==> src/rtl/ovp_pkg.sv <==
package ovp_pkg;

    localparam int MV_W  = 12;
    localparam int LVL_W = MV_W + 1;

    localparam logic [LVL_W-1:0] AUX_TRIP_MV  = LVL_W'(1800);
    localparam logic [LVL_W-1:0] PRE_EN_MV    = LVL_W'(1700);
    localparam logic [LVL_W-1:0] VID_OFS_MV   = LVL_W'(200);
    localparam logic [LVL_W-1:0] REL_VALID_MV = LVL_W'(600);
    localparam logic [LVL_W-1:0] REL_AUX_MV   = LVL_W'(1500);

    typedef enum logic [1:0] {
        PWM_RUN   = 2'b00,
        PWM_SINK  = 2'b01,
        PWM_FLOAT = 2'b10
    } pwm_mode_e;

    typedef enum logic [1:0] {
        ST_RUN   = 2'd0,
        ST_PULL  = 2'd1,
        ST_HOLD  = 2'd2,
        ST_FLOAT = 2'd3
    } ovp_state_e;

    typedef struct packed {
        logic ov_hit;
        logic rel_ok;
        logic at_vid;
        logic clr;
    } cmp_flags_t;

    function automatic logic [LVL_W-1:0] vid_plus_margin(input logic [MV_W-1:0] vid);
        return {1'b0, vid} + VID_OFS_MV;
    endfunction

    function automatic logic [LVL_W-1:0] valid_trip_level(
        input logic             tripped,
        input logic             enable_ok,
        input logic             ss_active,
        input logic             ss_done,
        input logic [MV_W-1:0]  vid
    );
        logic [LVL_W-1:0] vm;
        vm = vid_plus_margin(vid);
        if (tripped || (enable_ok && ss_done))
            return vm;
        else if (enable_ok && ss_active)
            return (vm > PRE_EN_MV) ? vm : PRE_EN_MV;
        else
            return PRE_EN_MV;
    endfunction

    function automatic pwm_mode_e state_to_mode(input ovp_state_e st);
        case (st)
            ST_PULL, ST_HOLD: return PWM_SINK;
            ST_FLOAT:         return PWM_FLOAT;
            default:          return PWM_RUN;
        endcase
    endfunction

endpackage

==> src/rtl/ovp_compare.sv <==
module ovp_compare
    import ovp_pkg::*;
(
    input  logic             clk,
    input  logic             rst,
    input  logic             aux_ok,
    input  logic             supply_ok,
    input  logic             enable_ok,
    input  logic             ss_active,
    input  logic             ss_done,
    input  logic             tripped,
    input  logic [MV_W-1:0]  vid_mv,
    input  logic [MV_W-1:0]  vsen_mv,
    input  logic [MV_W-1:0]  vdiff_mv,
    output cmp_flags_t       flags
);

    logic [LVL_W-1:0] level;
    logic [LVL_W-1:0] rel_level;
    logic             sup_q;
    logic             en_q;
    cmp_flags_t       flags_d;

    always_comb begin
        level     = valid_trip_level(tripped, enable_ok, ss_active, ss_done, vid_mv);
        rel_level = supply_ok ? REL_VALID_MV : REL_AUX_MV;

        if (supply_ok)
            flags_d.ov_hit = ({1'b0, vdiff_mv} > level);
        else
            flags_d.ov_hit = aux_ok && ({1'b0, vsen_mv} > AUX_TRIP_MV);

        flags_d.rel_ok = ({1'b0, vsen_mv} < rel_level);
        flags_d.at_vid = (vdiff_mv <= vid_mv);
        flags_d.clr    = ~aux_ok | (sup_q & ~supply_ok) | (~en_q & enable_ok);
    end

    always_ff @(posedge clk) begin
        if (rst) begin
            flags <= '0;
            sup_q <= 1'b0;
            en_q  <= 1'b0;
        end else begin
            flags <= flags_d;
            sup_q <= supply_ok;
            en_q  <= enable_ok;
        end
    end

    // no trip can be flagged for a cycle in which the auxiliary supply was absent
    a_r2_no_trip_without_aux: assert property (@(posedge clk) disable iff (rst)
        !$past(aux_ok) |-> !flags.ov_hit);

    // a rising enable always raises the clear request one edge later
    a_r9_enable_rise_clears: assert property (@(posedge clk) disable iff (rst)
        $rose(enable_ok) |=> flags.clr);

endmodule

==> src/rtl/ovp_fsm.sv <==
module ovp_fsm
    import ovp_pkg::*;
(
    input  logic        clk,
    input  logic        rst,
    input  cmp_flags_t  flags,
    output ovp_state_e  state,
    output logic        crowbar
);

    ovp_state_e state_d;

    always_comb begin
        state_d = state;
        if (flags.clr) begin
            state_d = ST_RUN;
        end else begin
            case (state)
                ST_RUN:   if (flags.ov_hit) state_d = ST_PULL;
                ST_PULL:  if (flags.rel_ok) state_d = ST_HOLD;
                ST_HOLD:  if (flags.at_vid) state_d = ST_FLOAT;
                ST_FLOAT: if (flags.ov_hit) state_d = ST_PULL;
                default:  state_d = ST_RUN;
            endcase
        end
    end

    always_ff @(posedge clk) begin
        if (rst) begin
            state   <= ST_RUN;
            crowbar <= 1'b0;
        end else begin
            state <= state_d;
            if (flags.clr)
                crowbar <= 1'b0;
            else if (flags.ov_hit && (state == ST_RUN || state == ST_FLOAT))
                crowbar <= 1'b1;
        end
    end

    // a trip seen in normal operation starts the pull-low on the next edge
    a_r6_trip_starts_pull: assert property (@(posedge clk) disable iff (rst)
        (state == ST_RUN && flags.ov_hit && !flags.clr) |=> (state == ST_PULL && crowbar));

    // a recurrence while floating re-arms the pull-low
    a_r8_rearm_from_float: assert property (@(posedge clk) disable iff (rst)
        (state == ST_FLOAT && flags.ov_hit && !flags.clr) |=> state == ST_PULL);

    // crowbar is only dropped by a clear request
    a_r9_crowbar_latched: assert property (@(posedge clk) disable iff (rst)
        (crowbar && !flags.clr) |=> crowbar);

    // the float state is entered only from hold once the setpoint is reached
    a_r7_float_entry: assert property (@(posedge clk) disable iff (rst)
        (state == ST_FLOAT && $past(state) != ST_FLOAT) |->
            ($past(state) == ST_HOLD && $past(flags.at_vid)));

endmodule

==> src/rtl/ovp_pwm_drive.sv <==
module ovp_pwm_drive
    import ovp_pkg::*;
#(
    parameter int NPHASE = 4
) (
    input  ovp_state_e               state,
    output logic [NPHASE-1:0][1:0]   pwm_mode
);

    for (genvar ph = 0; ph < NPHASE; ph++) begin : g_phase
        always_comb pwm_mode[ph] = state_to_mode(state);
    end

endmodule

==> src/rtl/ovp_sequencer.sv <==
module ovp_sequencer
    import ovp_pkg::*;
#(
    parameter int NPHASE = 4
) (
    input  logic                    clk,
    input  logic                    rst,
    input  logic                    aux_ok,
    input  logic                    supply_ok,
    input  logic                    enable_ok,
    input  logic                    ss_active,
    input  logic                    ss_done,
    input  logic [MV_W-1:0]         vid_mv,
    input  logic [MV_W-1:0]         vsen_mv,
    input  logic [MV_W-1:0]         vdiff_mv,
    output logic [NPHASE-1:0][1:0]  pwm_mode,
    output logic                    crowbar,
    output logic                    fault
);

    cmp_flags_t  flags;
    ovp_state_e  state;
    logic        tripped;

    assign tripped = (state != ST_RUN);
    assign fault   = tripped;

    ovp_compare u_compare (
        .clk       (clk),
        .rst       (rst),
        .aux_ok    (aux_ok),
        .supply_ok (supply_ok),
        .enable_ok (enable_ok),
        .ss_active (ss_active),
        .ss_done   (ss_done),
        .tripped   (tripped),
        .vid_mv    (vid_mv),
        .vsen_mv   (vsen_mv),
        .vdiff_mv  (vdiff_mv),
        .flags     (flags)
    );

    ovp_fsm u_fsm (
        .clk     (clk),
        .rst     (rst),
        .flags   (flags),
        .state   (state),
        .crowbar (crowbar)
    );

    ovp_pwm_drive #(.NPHASE(NPHASE)) u_drive (
        .state    (state),
        .pwm_mode (pwm_mode)
    );

    // any phase leaving normal mode implies the crowbar is driven
    a_r6_drive_with_crowbar: assert property (@(posedge clk) disable iff (rst)
        (pwm_mode[0] != PWM_RUN) |-> crowbar);

    // the cycle after reset shows normal operation with nothing latched
    a_r1_reset_clean: assert property (@(posedge clk)
        $past(rst) |-> (!crowbar && !fault && pwm_mode[0] == PWM_RUN));

endmodule

==> config.mk <==
export PLATFORM = sky130hd
export DESIGN_NAME = ovp_sequencer
export DESIGN_NICKNAME = d
export VERILOG_FILES = /design/src/rtl/ovp_pkg.sv /design/src/rtl/ovp_compare.sv /design/src/rtl/ovp_fsm.sv /design/src/rtl/ovp_pwm_drive.sv /design/src/rtl/ovp_sequencer.sv
export SDC_FILE = /design/constraint.sdc
export NUM_CORES = 1
export LEC_CHECK = 0
export ABC_CLOCK_PERIOD_IN_PS = 4100
export BUFFER_PORTS_ARGS = -buffer_cell sky130_fd_sc_hd__buf_2
export CELL_PAD_IN_SITES_DETAIL_PLACEMENT = 1
export CELL_PAD_IN_SITES_GLOBAL_PLACEMENT = 1
export CORE_ASPECT_RATIO = 1.25
export CORE_MARGIN = 2
export CORE_UTILIZATION = 36
export CTS_CLUSTER_SIZE = 20
export DETAILED_ROUTE_END_ITERATION = 8
export PLACE_DENSITY_LB_ADDON = 0.2
export SETUP_SLACK_MARGIN = 0.5
export SLEW_MARGIN = 20
export SYNTH_ARGS = -nofsm -noshare
export SYNTH_HDL_FRONTEND = slang
export SYNTH_SLANG_ARGS = --single-unit
==> constraint.sdc <==
create_clock -name clk -period 4.1 [get_ports clk]
set_input_delay 1.23 -clock clk [delete_from_list [all_inputs] [get_ports clk]]
set_output_delay 1.23 -clock clk [all_outputs]
set_load 0.02 [all_outputs]
Yosys cells after proc, flatten, opt, wreduce, memory -nomap -nowiden
Index checks and enable logic that the tools add are counted.
Widths: inputs -> output; s select.
{"block": "totals", "ff_bits": 9, "wordCells": 49}
{"block": "classes", "eq_ne": 6, "reduce_logical": 12, "n_lt_le_gt_ge": 5, "muxes": 10, "bitwise_logic": 7, "add_sub_neg": 1}
{"op": "$mux 13", "n": 3}
{"op": "$add 12x8->13 const B", "n": 1}
{"op": "$gt 12x13->1", "n": 1}
{"op": "$gt 13x11->1 const B", "n": 1}
{"op": "$lt 12x13->1", "n": 1}
{"op": "$gt 12x11->1 const B", "n": 1}
{"op": "$le 12x12->1", "n": 1}
{"op": "$mux 11", "n": 1}
{"op": "$mux 2", "n": 3}
{"op": "$pmux 2 s3", "n": 1}
{"op": "$reduce_or 2->1", "n": 3}
{"op": "$eq 2x2->1 const B", "n": 2}
{"op": "$logic_and 1x1->1", "n": 4}
{"op": "$ne 2x2->1 const B", "n": 2}
{"op": "$pmux 2 s2", "n": 1}
{"op": "$not 1->1", "n": 3}
{"op": "$reduce_and 3->1", "n": 1}
{"op": "$and 1x1->1", "n": 2}
{"op": "$eq 2x1->1 const B", "n": 1}
{"op": "$logic_not 2->1", "n": 1}
{"op": "$logic_or 1x1->1", "n": 2}
{"op": "$ne 2x1->1 const B", "n": 1}
{"op": "$or 1x1->1", "n": 2}
{"op": "$reduce_bool 2->1", "n": 1}
{"op": "$mux 1", "n": 1}

Longest topological paths before layout
Gate-level depths: netlist (run 1).
{"block": "depth", "ltp_word": 7, "ltp_mapped": 13}

Cells and area by module
A second synthesis (run 1) with hierarchy kept.
{"block": "unflattened", "cells_unflattened": 185, "area_unflattened_um2": 1520.2}
{"module": "ovp_compare", "instances": 1, "area_per_inst_um2": 1282.5, "cells_per_inst": 157}
{"module": "ovp_fsm", "instances": 1, "area_per_inst_um2": 173.9, "cells_per_inst": 20}
{"module": "ovp_pwm_drive", "instances": 1, "area_per_inst_um2": 57.6, "cells_per_inst": 7}
{"module": "ovp_sequencer", "instances": 1, "area_per_inst_um2": 6.3, "cells_per_inst": 1}

Least setup slack after synthesis (run 1)
OpenSTA, ideal clock, no wires.
{"block": "synth_path", "path_type": "input-to-reg", "startpoint": "in vid_mv[3]", "endpoint": "reg u_compare.flags[3] (netlist name)", "slack_ns": 0.415, "n_path_buf": 0, "arrival_ns": 3.569, "required_ns": 3.984, "cell_stages": 12, "cell_sequence": "ha_1 -> a211o_1 -> and4_1 -> a311o_2 -> o21ai_4 -> a211oi_1 -> ha_1 -> a21oi_1 -> o221ai_1 -> a21oi_1 -> o211ai_1 -> a41o_1"}
{"block": "synth_via", "elab_chain_len": 7}
{"element": "start, declared", "line": "ovp_sequencer.sv:13", "text": "input logic [MV_W-1:0] vid_mv,"}
{"element": "$add 12x8->13 (*)", "line": "ovp_pkg.sv:33", "text": "return {1'b0, vid} + VID_OFS_MV;"}
{"element": "$gt 13x11->1", "line": "ovp_pkg.sv:48", "text": "return (vm > PRE_EN_MV) ? vm : PRE_EN_MV;"}
{"element": "$mux 13", "line": "ovp_pkg.sv:48"}
{"element": "$mux 13", "line": "ovp_pkg.sv:47", "text": "else if (enable_ok && ss_active)"}
{"element": "$mux 13 (*)", "line": "ovp_pkg.sv:45", "text": "if (tripped || (enable_ok && ss_done))"}
{"element": "$gt 12x13->1 (*)", "line": "ovp_compare.sv:29", "text": "flags_d.ov_hit = ({1'b0, vdiff_mv} > level);"}
{"element": "$mux 1 (*)", "line": "ovp_compare.sv:28", "text": "if (supply_ok)"}
Mark *: on every way between the ends. The rest lies on a longest branch, timed or not.
A chain may end at the register's enable or synchronous reset.

Final worst setup path (run 1)
{"block": "layout_path", "startpoint": "in vid_mv[4]", "endpoint": "reg u_compare.flags[3] (netlist name)"}
{"block": "layout_via", "elab_chain_len": 7}
{"element": "$add 12x8->13 (*)", "line": "ovp_pkg.sv:33"}
{"element": "$gt 13x11->1", "line": "ovp_pkg.sv:48"}
{"element": "$mux 13", "line": "ovp_pkg.sv:48"}
{"element": "$mux 13", "line": "ovp_pkg.sv:47"}
{"element": "$mux 13 (*)", "line": "ovp_pkg.sv:45"}
{"element": "$gt 12x13->1 (*)", "line": "ovp_compare.sv:29"}
{"element": "$mux 1 (*)", "line": "ovp_compare.sv:28"}
Marks and branches as above.

==> results of run 1 <==
==> per-layer routing <==
metal,part of all wire [%],global-route usage [%],routed length [microns],vias up
met5,0,0,0,-
met4,0.47,3.19,20,0
met3,3.4,1.87,143,4
met2,55,35.5,2320,29
met1,41,23.0,1740,727
li1,-,-,-,781
==> cell families after synthesis <==
kind of cell,after synthesis,synth area share [%]
adder cells (fa/ha/maj),34,28.3
flip-flops,9,12.0
AO/OA/AOI/OAI,54,26.8
multiplexers,2,1.33
buffers and inverters,32,10.1
AND/OR/NAND/NOR,46,18.0
XOR/XNOR,6,3.49
==> critical path: stages <==
cell	delay [ps]
buf_4	150
ha_4	220
or4b_4	490
o22ai_4	200
a21oi_4	80
o21ai_4	240
a211oi_2	110
ha_1	350
a21oi_2	130
o221ai_1	100
a21oi_1	130
o211ai_1	100
a41o_1	230
==> cell type report <==
cell class	count	area share (%)
repair buffers	56	15.6
flip-flops and latches	9	9.26
clock buffers	3	2.12
multi-input cells	142	64.8
inverters	23	4.44
clock inverters	1	0.257
well taps	56	3.60
==> final timing paths <==
check                           cells past startpoint                 end               start
worst min-delay path                                1       u_fsm.crowbar  u_compare.flags[0]
worst min register to register                      1       u_fsm.crowbar  u_compare.flags[0]
worst max register to register                      9  u_compare.flags[3]      u_fsm.state[0]
worst max-delay path                               13  u_compare.flags[3]           vid_mv[4]
==> where the power goes <==
group	total, mW	internal [mW]	switching (mW)	leakage, nW
Clock	0.103	0.0663	0.0362	0.0255
Sequential	0.0983	0.0943	0.00403	0.0743
Combinational	0.219	0.0964	0.122	0.856
Total	0.420	0.257	0.163	0.955
==> sequential cells by signal (all words and copies together) (netlist names) <==
register         flops
u_compare.flags      4
u_compare.en_q       1
u_fsm.crowbar        1
u_compare.sup_q      1
u_fsm.state          2
==> cell usage in the layout (no fill, tap or decap), types with 3 or more instances in the layout <==
cell      instances
a211o_1           5
a21o_1            4
a21oi_1          15
buf_2            50
buf_4             4
clkbuf_8          3
dfxtp_1           9
ha_1             31
ha_4              3
inv_1            23
nand2_1           9
nand4_1           5
nor2_1            3
nor2b_1           7
nor3_1            5
o211ai_1          4
o21ai_0           4
xnor2_1           6
==> synth_stat cells, types with 2 or more instances <==
cell / number / share of area [%]
nand3_1: 3 / 1.0
a2111oi_0: 2 / 1.2
nor3_1: 5 / 1.7
o31ai_1: 2 / 1.0
nand4_1: 5 / 2.1
o22ai_1: 2 / 0.83
inv_1: 23 / 5.7
nor4_1: 2 / 0.83
ha_1: 34 / 28
a21o_1: 4 / 2.0
nor2_1: 3 / 0.75
xnor2_1: 6 / 3.5
buf_4: 6 / 3.0
o21ai_0: 5 / 1.7
nor2b_1: 7 / 2.9
a211oi_1: 3 / 1.5
a21oi_1: 17 / 5.7
a211o_1: 5 / 2.9
nand2_1: 9 / 2.2
o211ai_1: 4 / 2.0
mux2i_1: 2 / 1.3
dfxtp_1: 9 / 12
==> repair_timing <==
action | 4_1_cts | 5_1_grt
hold endpoints to repair | 0 | 0
buffers inserted | 2 | 2
resized for setup | 11 | 3
setup endpoints to repair | 1 | 1
pin swaps | 14 | 9
==> out/metrics.yaml, run 1 <==
drv_slew: 0
hp-class: "flop to flop"
ir_worst_vdd_mv: 0.0763
finalHoldViolCount: 0
grt_max_degree: 11
n_antenna_cell: 0
avgSynthCellArea_sq_um: 8.23
cts_made_buffers: 3
drt_iter0_drc: 44
worstMarginPinSlew_ps: 471
grt_usage_pct: 19.2
rows: 26
grt_pass1_wl_mm: 7.11
wirelength_mm: 4.22
synth_warnings: 0
max_freq_mhz: 275
hold_buffers: 0
synthArstFlopShare_pct: 0
cts_tree: "done"
grt_pass1_vias: 1561
setup.worst_path.end_class: "flop"
synth_nets: 260
crit_type: "input pin to flop"
htreeDepth: 1
fin_area_sq_mm: 0.00195
die_height_microns: 76.3
dr.pass1.iters: 4
insertion_delay_ps: 230
cts_max_path_buffers: 2
fin_hold_ws_ps: 470
grt_overflow: 0
port_buffers: 52
startpoint_type: "input pin"
syn_inst: 183
syn-cell-area_sq_mm: 0.00151
status: "completed"
fin_tns_setup_ps: 0
synth-main-ff-cell: "dfxtp_1"
crit_arrival_ps: 3770
period_share_pct: 88.8
skew_ps: 5.25
clk_pin_slew_ps: 50
via_per_inst: 5.31
fin_util_pct: 47.8
die-width_microns: 61.8
multi_input_comb_area_sq_mm: 0.00126
power_leakage_nw: 0.955
num_vias: 1541
antenna_found_initial: 0
synth-edff-count: 0
drtAntennaViolNets: 0
power.total_uw: 420
coreArea_sq_mm: 0.00407
area_growth_pct: 29.3
ys_seq_area_share_pct: 12.0
fin_ws_ps: 458
ys_types: 47
maxCapViolCount: 0
rsz0062_at_grt: "true"
min_period_ps: 3640
reg2reg_slack_ps: 1710
die_area_sq_mm: 0.00472
path_max_fanout: 6
dp_cells: 282
routabilityCongestion: 0.862
wl_per_cell_microns: 14.6
initial_core_util_pct: 37.0
crit_required_ps: 4230
regArea_sq_um: 180
place_ws_ps: 125
tritoncts_num_sinks: 9
clockRootBuffer: "clkbuf_8"
place_area_sq_mm: 0.00180
fillers: 497
power_density_mw_per_mm2: 216
pin_count: 53
drive_gt1_share_pct: 32.9
synth-seq-cells: 9
drc: 0
final-setup-viol-count: 0
instances_no_fill: 290
post-dp-hpwl_mm: 3.63
layout.nets: 312
maxSlewHeadroom_pct: 68.6
(Power assumes the default switching activity.)
==> inputs of run 2 (changes only) <==
--- a/config.mk
+++ b/config.mk
@@ -7,14 +7,12 @@
 export LEC_CHECK = 0
 export ABC_CLOCK_PERIOD_IN_PS = 4100
 export BUFFER_PORTS_ARGS = -buffer_cell sky130_fd_sc_hd__buf_2
-export CELL_PAD_IN_SITES_DETAIL_PLACEMENT = 1
-export CELL_PAD_IN_SITES_GLOBAL_PLACEMENT = 1
 export CORE_ASPECT_RATIO = 1.25
 export CORE_MARGIN = 2
-export CORE_UTILIZATION = 36
+export CORE_UTILIZATION = 50
 export CTS_CLUSTER_SIZE = 20
 export DETAILED_ROUTE_END_ITERATION = 8
-export PLACE_DENSITY_LB_ADDON = 0.2
+export PLACE_DENSITY = 0.88
 export SETUP_SLACK_MARGIN = 0.5
 export SLEW_MARGIN = 20
 export SYNTH_ARGS = -nofsm -noshare
==> run 2 against run 1 <==
Net effect:
- highest routed layer unchanged
- register-to-register slack worse by 80 ps
- core utilization is 16 points higher
- clock power fell by 33%
- critical path type unchanged
- largest power group unchanged
- setup slack worse by 46 ps
- sequential share of layout area grew 0.39 points
- clock skew is 2.0 ps lower
- design area is 4.1% lower
- non-clock buffer count is 2 lower
==> out/metrics.yaml, run 2 (same netlist as run 1, synthesis figures left out) <==
instances_no_fill: 268
reg_top3: "u_compare.flags: 4 flops, u_fsm.state: 2 flops"
post-dp-hpwl_mm: 3.17
area_growth_pct: 24.0
hold_buffers: 0
max_freq_mhz: 271
hp-class: "flop to flop"
dr.pass1.iters: 4
finalHoldViolCount: 0
setup.worst_path.end_class: "flop"
min_period_ps: 3690
clk_pin_slew_ps: 60
status: "completed"
coreArea_sq_mm: 0.00292
rsz0062_at_grt: "true"
maxCapViolCount: 0
drv_slew: 0
grt_overflow: 0
skew_ps: 3.25
die_height_microns: 65.3
maxSlewHeadroom_pct: 68.4
fin_tns_setup_ps: 0
largest_reg_flops: 4
fin_hold_ws_ps: 448
wl_per_cell_microns: 13.7
period_share_pct: 89.9
power_leakage_nw: 0.929
worstMarginPinSlew_ps: 474
crit_arrival_ps: 3850
drc: 0
routabilityCongestion: 0.822
via_per_inst: 5.85
switching_share_pct: 40.9
worstRegToRegCells: 12
layout.nets: 310
pin_count: 53
drive_gt1_share_pct: 32.3
startpoint_type: "input pin"
antenna_found_initial: 0
num_vias: 1567
grt_usage_pct: 22.4
tritoncts_num_sinks: 9
insertion_delay_ps: 260
mostFrequentLayoutCell: "buf_2"
cp_common_cell: "a21oi_2"
place_area_sq_mm: 0.00177
fin_area_sq_mm: 0.00187
slowest_delay_ps: 480
cts_max_path_buffers: 2
hold_path_depth: 1
grt_pass1_wl_mm: 5.90
multi_input_comb_area_sq_mm: 0.00125
power.total_uw: 380
fillers: 265
rows: 22
die_area_sq_mm: 0.00347
cpMaxStageDelayCell: "or4b_1"
htreeDepth: 1
path_max_fanout: 7
initial_core_util_pct: 51.6
grt_max_degree: 11
port_buffers: 52
regMostFlops: "u_compare.flags"
pwr-share-clk_pct: 18.1
final-setup-viol-count: 0
grt_pass1_vias: 1485
crit_required_ps: 4260
wirelength_mm: 3.68
crit_type: "input pin to flop"
power_density_mw_per_mm2: 203
p_int_uw: 225
cts_made_buffers: 3
regArea_sq_um: 180
final_cell_mix: "51 x buf_2, 31 x ha_1, 23 x inv_1"
drtAntennaViolNets: 0
p_sw_uw: 155
ir_worst_vdd_mv: 0.106
clockRootBuffer: "clkbuf_4"
seqPwrFrac_pct: 25.7
cts_tree: "done"
n_antenna_cell: 0
dp_cells: 262
power_frac_comb_pct: 56.2
worstPathCellList: "clkbuf_4 > ha_4 > or4b_1 > o22ai_2 > a21oi_2 > o21ai_4 > a211oi_2 > ha_1 > a21oi_2 > o221ai_2 > a21oi_2 > o211ai_1 > a41o_1"
die-width_microns: 53.1
drt_iter0_drc: 20
==> run 2: worst max-delay path: cells and delay by family <==
family                     cells  cell delay [ps]
and+or+nand+nor                1              480
buffers and inverters          1              170
AOI/OAI and AO/OA              9             1380
adders and majority gates      2              600
==> run 2: stage by stage <==
step / setup slack, ps / util, %
detailed placement: 131 / 60.8
CTS: 486 / 62.0
finish: 412 / 64.0
global placement: 188 / 60.8
floorplan: 515 / -
global route: 330 / 64.0
==> run 2: repair_timing <==
item                                    CTS  global route
buffers inserted                          1             1
endpoints found under the setup margin    1             1
pin swaps                                 3             6
resized for setup                         1             8
==> run 2: final cells by class <==
class / count / share of cell area [%]
multi-input combinational: 142 / 67.0
tap: 36 / 2.41
sequential: 9 / 9.65
inverter: 23 / 4.62
clock buffer: 4 / 1.41
timing repair buffer: 54 / 14.9
==> run 2: per-layer routing <==
| metal | track usage (%) | vias up | part of all wire, % |
|---|---|---|---|
| met2 | 45.2 | 51 | 53 |
| met3 | 1.82 | 12 | 5.0 |
| met1 | 22.0 | 728 | 40 |
| met5 | 0 | - | 0 |
| li1 | - | 776 | - |
| met4 | 9.94 | 0 | 2.4 |
==> run 2: power groups by stage <==
stage	combinational [mW]	sequential (mW)	clock (mW)
6_report	0.214	0.0976	0.0687
5_1_grt	0.238	0.0984	0.0746
4_1_cts	0.202	0.0976	0.0706
3_5_place_dp	0.199	0.0996	0
3_3_place_gp	0.193	0.0994	0
2_1_floorplan	0.141	0.0994	0
==> run 2: final timing paths <==
path                         to  slack [ps]          startpoint
max          u_compare.flags[3]         410           vid_mv[3]
min               u_fsm.crowbar         450  u_compare.flags[0]
max reg2reg  u_compare.flags[3]        1630      u_fsm.state[0]
min reg2reg       u_fsm.crowbar         450  u_compare.flags[0]
